File: src/rtl/fdiv_pkg.sv
// Package: shared variant type and register layout constants for the
// fractional rate divider. Assumes the field fits in 32 bits.
package fdiv_pkg;

    typedef enum logic [1:0] {
        FDIV_PLAIN = 2'd0,
        FDIV_UART  = 2'd1,
        FDIV_FIXED = 2'd2
    } fdiv_variant_e;

    localparam int unsigned REG_W       = 32;
    localparam int unsigned UART_EN_BIT = 24;
    localparam int unsigned OVR_DIST    = 6;

    // Mask with ones over a field of width w starting at bit lsb.
    function automatic logic [REG_W-1:0] field_mask(int unsigned w, int unsigned lsb);
        logic [63:0] m;
        m = ((64'd1 << w) - 64'd1) << lsb;
        return m[REG_W-1:0];
    endfunction

endpackage

File: src/rtl/fdiv_ctrl_reg.sv
// Control register of the divider. It offers a whole-word write and a
// read-modify-write divisor update, and adds the variant's flag bit.
// Assumes FIELD_LSB + FIELD_W <= 32 and, for the fixed variant, FIELD_LSB >= 6.
module fdiv_ctrl_reg
    import fdiv_pkg::*;
#(
    parameter int unsigned   FIELD_W   = 8,
    parameter int unsigned   FIELD_LSB = 8,
    parameter fdiv_variant_e VARIANT   = FDIV_UART
) (
    input  logic               clk,
    input  logic               rst_n,
    input  logic               reg_wr_en,
    input  logic [REG_W-1:0]   reg_wr_data,
    input  logic               div_wr_en,
    input  logic [FIELD_W-1:0] div_wr_val,
    output logic [REG_W-1:0]   ctrl_q,
    output logic [FIELD_W-1:0] field,
    output logic               bypass
);
    localparam logic [REG_W-1:0] FMASK   = field_mask(FIELD_W, FIELD_LSB);
    localparam int unsigned      OVR_BIT = (FIELD_LSB >= OVR_DIST) ? FIELD_LSB - OVR_DIST : 0;

    logic [REG_W-1:0] ctrl_d;

    // Next register value: whole-word write first, divisor merge on top.
    always_comb begin
        ctrl_d = reg_wr_en ? reg_wr_data : ctrl_q;
        if (div_wr_en) begin
            ctrl_d = (ctrl_d & ~FMASK) | (REG_W'(div_wr_val) << FIELD_LSB);
            if (VARIANT == FDIV_UART)  ctrl_d[UART_EN_BIT] = |div_wr_val;
            if (VARIANT == FDIV_FIXED) ctrl_d[OVR_BIT]     = 1'b1;
        end
    end

    // Register storage with synchronous clear.
    always_ff @(posedge clk) begin
        if (!rst_n) ctrl_q <= '0;
        else        ctrl_q <= ctrl_d;
    end

    // Field extraction and the bypass decode of the serial-port variant.
    always_comb begin
        field  = ctrl_q[FIELD_LSB +: FIELD_W];
        bypass = (VARIANT == FDIV_UART) ? !ctrl_q[UART_EN_BIT] : 1'b0;
    end

endmodule

File: src/rtl/fdiv_phase_acc.sv
// Phase accumulator. It adds 2^FRAC_W per cycle and emits a tick when the sum
// reaches (divisor + 2^FRAC_W). A new divisor is adopted only on a tick, and
// the phase restarts from zero when the divisor changes.
// Assumes new_field is stable except when software writes it.
module fdiv_phase_acc #(
    parameter int unsigned FIELD_W = 8,
    parameter int unsigned FRAC_W  = 1
) (
    input  logic               clk,
    input  logic               rst_n,
    input  logic               bypass,
    input  logic [FIELD_W-1:0] new_field,
    output logic               tick,
    output logic [FIELD_W-1:0] act_field
);
    localparam int unsigned ACC_W = ((FIELD_W > FRAC_W) ? FIELD_W : FRAC_W) + 2;
    localparam logic [ACC_W-1:0] STEP = ACC_W'(1) << FRAC_W;

    logic [ACC_W-1:0] acc_q;
    logic [ACC_W-1:0] period;
    logic [ACC_W-1:0] sum;
    logic             hit;

    // Period of the adopted divisor and this cycle's accumulator sum.
    always_comb begin
        period = ACC_W'(act_field) + STEP;
        sum    = acc_q + STEP;
        hit    = (sum >= period);
    end

    // Accumulator update, tick generation and boundary-aligned reload.
    always_ff @(posedge clk) begin
        if (!rst_n) begin
            acc_q     <= '0;
            act_field <= '0;
            tick      <= 1'b0;
        end else if (bypass) begin
            acc_q     <= '0;
            act_field <= new_field;
            tick      <= 1'b1;
        end else begin
            tick <= hit;
            if (hit) begin
                act_field <= new_field;
                acc_q     <= (new_field != act_field) ? '0 : sum - period;
            end else begin
                acc_q <= sum;
            end
        end
    end

endmodule

File: src/rtl/frac_rate_divider.sv
// Top level of the fractional rate divider. The control register feeds the
// phase accumulator. tick_o is registered, so it follows the register by one cycle.
module frac_rate_divider
    import fdiv_pkg::*;
#(
    parameter int unsigned   FIELD_W   = 8,
    parameter int unsigned   FRAC_W    = 1,
    parameter int unsigned   FIELD_LSB = 8,
    parameter fdiv_variant_e VARIANT   = FDIV_UART
) (
    input  logic               clk,
    input  logic               rst_n,
    input  logic               reg_wr_en,
    input  logic [31:0]        reg_wr_data,
    input  logic               div_wr_en,
    input  logic [FIELD_W-1:0] div_wr_val,
    output logic [31:0]        rd_data,
    output logic               tick_o
);
    logic [REG_W-1:0]   ctrl_q;
    logic [FIELD_W-1:0] field;
    logic               bypass;
    logic [FIELD_W-1:0] act_field;

    fdiv_ctrl_reg #(
        .FIELD_W  (FIELD_W),
        .FIELD_LSB(FIELD_LSB),
        .VARIANT  (VARIANT)
    ) u_reg (
        .clk        (clk),
        .rst_n      (rst_n),
        .reg_wr_en  (reg_wr_en),
        .reg_wr_data(reg_wr_data),
        .div_wr_en  (div_wr_en),
        .div_wr_val (div_wr_val),
        .ctrl_q     (ctrl_q),
        .field      (field),
        .bypass     (bypass)
    );

    fdiv_phase_acc #(
        .FIELD_W(FIELD_W),
        .FRAC_W (FRAC_W)
    ) u_acc (
        .clk      (clk),
        .rst_n    (rst_n),
        .bypass   (bypass),
        .new_field(field),
        .tick     (tick_o),
        .act_field(act_field)
    );

    // Read path: the full register, unchanged.
    always_comb rd_data = ctrl_q;

endmodule

File: config.mk
export PLATFORM = sky130hd
export DESIGN_NAME = frac_rate_divider
export DESIGN_NICKNAME = d
export VERILOG_FILES = /design/src/rtl/fdiv_pkg.sv /design/src/rtl/fdiv_ctrl_reg.sv /design/src/rtl/fdiv_phase_acc.sv /design/src/rtl/frac_rate_divider.sv
export SDC_FILE = /design/constraint.sdc
export NUM_CORES = 1
export LEC_CHECK = 0
export ABC_AREA = 1
export CORE_UTILIZATION = 45
export DETAILED_ROUTE_END_ITERATION = 10
export DONT_BUFFER_PORTS = 1
export GPL_ROUTABILITY_DRIVEN = 1
export PLACE_DENSITY = 0.71
export REMOVE_ABC_BUFFERS = 1
export SLEW_MARGIN = 20
export SYNTH_ARGS = -nofsm -noshare
export SYNTH_HDL_FRONTEND = slang
export SYNTH_SLANG_ARGS = --single-unit
export TNS_END_PERCENT = 100
File: constraint.sdc
create_clock -name clk -period 3.4 [get_ports clk]
set_input_delay 0.17 -clock clk [delete_from_list [all_inputs] [get_ports clk]]
set_output_delay 0.17 -clock clk [all_outputs]
set_load 0.05 [all_outputs]
# Word level (Yosys, flattened, before mapping)
# Index checks and enable logic that the tools add are counted.
classes:
  div_mod_pow: 0
  eq_ne: 2
  mux: 7
  n_mul: 0
  n_reduce_logical: 3
  n_lt_le_gt_ge: 1
  shifts: 0
  bitwise_logic: 1
  add_sub_neg: 3
ops:
  columns: ["cell", "n"]
  rows:
  - ["$mux 32", 2]
  - ["$or 32x16->32", 1]
  - ["$mux 10", 2]
  - ["$mux 8", 2]
  - ["$add 10x2->10 const B", 1]
  - ["$ge 10x10->1", 1]
  - ["$sub 10x10->10", 1]
  - ["$add 8x2->9 const B", 1]
  - ["$ne 8x8->1", 1]
  - ["$reduce_or 8->1", 1]
  - ["$ne 2x1->1 const B", 1]
  - ["$reduce_and 2->1", 1]
  - ["$reduce_bool 2->1", 1]
  - ["$mux 1", 1]
word_totals:
  latch_bits: 0
  romBits: 0
  regBits: 51
  ramBits: 0
  n_memories: 0

# Longest topological paths before layout
depth:
  ltp_word: 4
  ltp_mapped: 17
  mapped_depth_nobuf: 17

# Cells and area by module
# A second synthesis with hierarchy kept.
hier_totals:
  hier_cells: 442
  hier_area_um2: 2994.1
by_module_without_submodules:
  columns: ["mod", "cells_per_inst", "area_each_um2", "n_inst"]
  rows:
  - ["fdiv_phase_acc", 270, 1677.9, 1]
  - ["fdiv_ctrl_reg", 172, 1316.3, 1]

# Worst setup path before layout
# No wires, ideal clock.
synth_timing:
  path_type: "flip-flop to flip-flop"
  from: "register u_acc.act_field[1]"
  to: "register u_acc.acc_q[4]"
  stages_incl_launch_ff: 15
  setup_time_ps: 115
  path_buffers: 1
  t_arrival_ps: 2231
  path_slack_ps: 1055
  t_required_ps: 3285
  synth_period_minus_slack_ps: 2345
  cell_sequence: "dfxtp_1 > ha_1 > nand3_1 > nand3b_1 > xor2_1 > ha_1 > inv_1 > o21ai_0 > a21oi_1 > nand2_2 > nand2_2 > nand2_2 > buf_6 > o21ai_1 > nor2_1"
synth_via:
  elab_chain_cells: 4
  word_cells_on_any_way: 6
  classes_between: "add/sub: 2; order compare: 1; eq/ne: 1; mux: 2"
synth_lines:
  columns: ["item", "line_no", "text"]
  rows:
  - ["from (decl)", "fdiv_phase_acc.sv:14", "output logic [FIELD_W-1:0] act_field"]
  - ["from (signal assigned)", "fdiv_phase_acc.sv:39", "act_field <= new_field;"]
  - ["from (signal assigned)", "fdiv_phase_acc.sv:44", "act_field <= new_field;"]
  - ["$add 8x2->9", "fdiv_phase_acc.sv:26", "period = ACC_W'(act_field) + STEP;"]
  - ["$sub 10x10->10", "fdiv_phase_acc.sv:45", "acc_q <= (new_field != act_field) ? '0 : sum - period;"]
  - ["$mux 10", "fdiv_phase_acc.sv:45", null]
  - ["$mux 10 *", "fdiv_phase_acc.sv:43", "if (hit) begin"]
  - ["to (signal assigned)", "fdiv_phase_acc.sv:45", null]
  - ["to (signal assigned)", "fdiv_phase_acc.sv:47", "acc_q <= sum;"]
  - ["to (decl)", "fdiv_phase_acc.sv:19", "logic [ACC_W-1:0] acc_q;"]
# Mark *: on every way between the ends. The rest lies on a longest branch, timed or not.
# A chain may end at the register's enable or synchronous reset.

# Worst setup path in the final report
layout_timing:
  from: "register u_acc.act_field[1]"
  to: "register u_acc.acc_q[1]"
# Same word-level chain as after synthesis.

==> key figures <==
Status
  • Status: complete, no violations

Placement
  • # port buffers: 0
  • Final RePlAce weighted congestion: 0.902
  • HPWL Detailed: 4290 µm

Pwr
  • Seq pwr share: 0.391
  • Power Dens Cells: 721 mW/mm²
  • Leak: 1.45 nW
  • NetSw: 0.000977 W
  • Peak VDD IR: 339 µV
  • Power share of the combinational group: 0.406
  • Switching Share: 0.441
  • P_int: 0.00124 W
  • Clock share of power: 0.203

Drt
  • DRC Markers: 0
  • Avg WL per Cell: 12.9 µm
  • Starting DRT DRC Count: 98
  • Avg Vias per Cell: 5.13
  • Final ANT Viol Nets: 0
  • Drt pass-1 iters: 4
  • Vias: 2456
  • WL final: 6160 µm

Global route
  • Vias in the first global route: 2230
  • Initial antenna violation count: 0
  • Largest net degree at the start of global routing: 31
  • First-pass GRT wire length: 9470 µm
  • All-Layer GR Usage: 0.187
  • Total gr overflow: 0

STA
  • Fmax: 365 MHz
  • Fin Hold WS: 0.00113 ns
  • Fin Clk Skew: 0.00532 ns
  • RSZ-0062 raised after global routing: false
  • Final setup viols: 0
  • Setup TNS: 0 ns
  • Worst slew pin tran: 1.05 ns
  • Fin. Hold Viols: 0
  • Slew HR: 0.301
  • Final period util: 0.807
  • Final min period: 2.74 ns
  • Final max-slew violation count: 0

Worst hold path
  • Hold Crit Class: in2reg

Yosys
  • Count of cell types in the netlist: 33
  • Synth area leader: dfxtp_1
  • XOR/XNOR Fraction of Synth Area: 0.0570
  • Syn Inst Count: 392
  • Average size of a mapped cell: 7.05 µm²
  • Synth Register Bits: 51
  • Post-synth top area share: 0.369
  • Syn. warnings: 0
  • Seq/Total Area, Yosys: 0.369
  • Post-synthesis mux area share: 0
  • Synth top area cells: dfxtp_1, nor2_1, nand2_1
  • Synth Area in Compound Gates: 0.117
  • Cell area after synthesis: 0.00276 mm²
  • Largest family of logic cells by synthesized area: simple AND/OR/NAND/NOR gates
  • Simple-Gate Fraction of Synth Area: 0.320
  • Post-Synth Adder-Cell Area: 0.0570

Clock tree
  • Clk sinks: 51
  • CTS tree: done
  • Max clock buf depth: 2
  • H-Tree Depth: 2
  • CTS Buf Count: 5
  • Clock root buffer: clkbuf_8
  • Later-pin clock latency in the skew report: 0.30 ns
  • Clk pin slew, worst setup/hold paths: 0.10 ns

Floorplan
  • Initial Utilization: 0.467
  • Cell row count: 28
  • Die Ht: 80.4 µm
  • Die width: 80.4 µm
  • Core Box Area: 0.00592 mm²
  • Die area: 0.00646 mm²
  • Io pins: 77

Layout
  • Fin nets: 459
  • Layout area overhead: 11.2%
  • N_diodes: 0
  • Register area: 0.00102 mm²
  • Multi-input logic area: 0.00152 mm²
  • Filler cells: 569
  • Fraction of layout cells with a size suffix above 1: 0.0668

Critical path
  • Critical path fanouts, max: 17
  • Data arrival, critical path: 2.94 ns
  • CP startpoint kind: register
  • Critical path class: reg2reg
  • CP endpoint kind: register
  • Crit path required time: 3.60 ns

Flow run
  • Max Cap Viol: 0
[area by class of cell]
| cell class | instances | area share |
|---|---|---|
| tap | 75 | 0.0305 |
| timing repair buffer | 17 | 0.0546 |
| sequential | 51 | 0.332 |
| inverter | 39 | 0.0476 |
| clock buffer | 6 | 0.0269 |
| multi-input combinational | 289 | 0.496 |
| clock inverter | 2 | 0.0126 |
[stage by stage]
stage          cell area (µm²)  cells  utilization  total power [W]  setup WS (ns)
2_1_floorplan             2690    379            -          0.00159          0.992
3_3_place_gp              2790    455        0.471          0.00173          0.801
3_5_place_dp              2790    455        0.471          0.00175          0.670
4_1_cts                   2970    469        0.502          0.00221          0.663
5_1_grt                   3070    479        0.519          0.00240          0.447
6_report                  3070    479        0.519          0.00222          0.658
[flip-flops by register name (all words and copies together), names as in the netlist]
register and cells:
u_acc.act_field 8, u_reg.ctrl_q 32, u_acc.tick 1, u_acc.acc_q 10
[cell usage in the layout (no fill, tap or decap)]
master / n
fa_1: 1
ha_1: 11
o221ai_1: 8
o21ai_1: 4
nand2_2: 8
xnor2_1: 4
nand3_4: 1
a31oi_1: 1
bufinv_16: 1
and2_1: 1
o21ai_0: 29
a21oi_1: 10
nand3b_1: 3
inv_1: 38
dfxtp_1: 51
buf_4: 1
nor2_4: 2
nand3_1: 20
a22oi_1: 1
nor4_1: 1
nand2_1: 59
dlygate4sd3_1: 16
inv_2: 1
o211ai_1: 1
inv_6: 1
clkbuf_8: 6
xor2_1: 14
nor3_1: 10
nor2_1: 93
o21ai_2: 1
nand4_2: 1
nand4_1: 1
a21oi_2: 1
or2_2: 3
[worst max-delay path, stage by stage (launching register included)]
cell and delay [ns]:
dfxtp_1 0.49, ha_1 0.23, nand3_1 0.12, nand3b_1 0.20, xor2_1 0.16, ha_1 0.34
inv_1 0.08, o21ai_0 0.21, a21oi_1 0.08, nand2_2 0.08, nand2_2 0.07, nand2_2 0.26
inv_1 0.14, a21oi_1 0.14, nor2_1 0.05
[logic make-up (layout without fill, tap and decap cells)]
kind of cell / count (synthesis) / in the layout
DFF: 51 / 51
adders and majority gates: 12 / 12
and+or+nand+nor: 203 / 203
xor gates and xnor gates: 18 / 18
buffers and inverters: 52 / 64
AOI/OAI and AO/OA: 56 / 56
[repair_timing]
item                                   4_1_cts  5_1_grt
resized for setup                            0        0
hold buffers                                 6       10
endpoints found under the hold margin       31        9
buffers inserted                             0        0
[synth_stat cells (all sizes together)]
cell type,number
xor2,14
nor4,1
xnor2,4
buf,5
nand4,2
nand3,21
o221ai,8
ha,11
clkbuf,8
nor3,10
nor2,95
a22oi,1
a21oi,11
a31oi,1
and2,1
o211ai,1
dfxtp,51
nand2,67
fa,1
o21ai,34
nand3b,3
inv,39
or2,3
[power by group through the flow]
stage	clock, W	sequential, W	combinational, W
after floorplan	0	0.000862	0.000726
after global placement	0	0.000879	0.000850
after detailed placement	0	0.000881	0.000870
after CTS	0.000455	0.000867	0.000886
after global routing	0.000479	0.000878	0.00104
final	0.000451	0.000866	0.000899
[routing by layer]
layer / GRT usage / wire length (µm) / part of all wire
met2: 0.338 / 3000 / 0.49
met5: 0 / 0 / 0
met3: 0.0511 / 390 / 0.063
met4: 0.0375 / 67 / 0.011
met1: 0.219 / 2700 / 0.44
[path summary, 6_finish.rpt]
check	start	end	slack, ns	cells after the start
setup / recovery	u_acc.act_field[1]$_SDFFE_PN0P_	u_acc.acc_q[1]$_SDFF_PN0_	0.66	14
hold / removal	rst_n	u_reg.ctrl_q[5]$_SDFFE_PN0P_	0.001	2
setup reg to reg	u_acc.act_field[1]$_SDFFE_PN0P_	u_acc.acc_q[1]$_SDFF_PN0_	0.66	14
hold reg to reg	u_acc.acc_q[0]$_SDFFE_PN0N_	u_acc.acc_q[0]$_SDFFE_PN0N_	0.52	2
No activity file was read; power rests on OpenSTA's default activity.
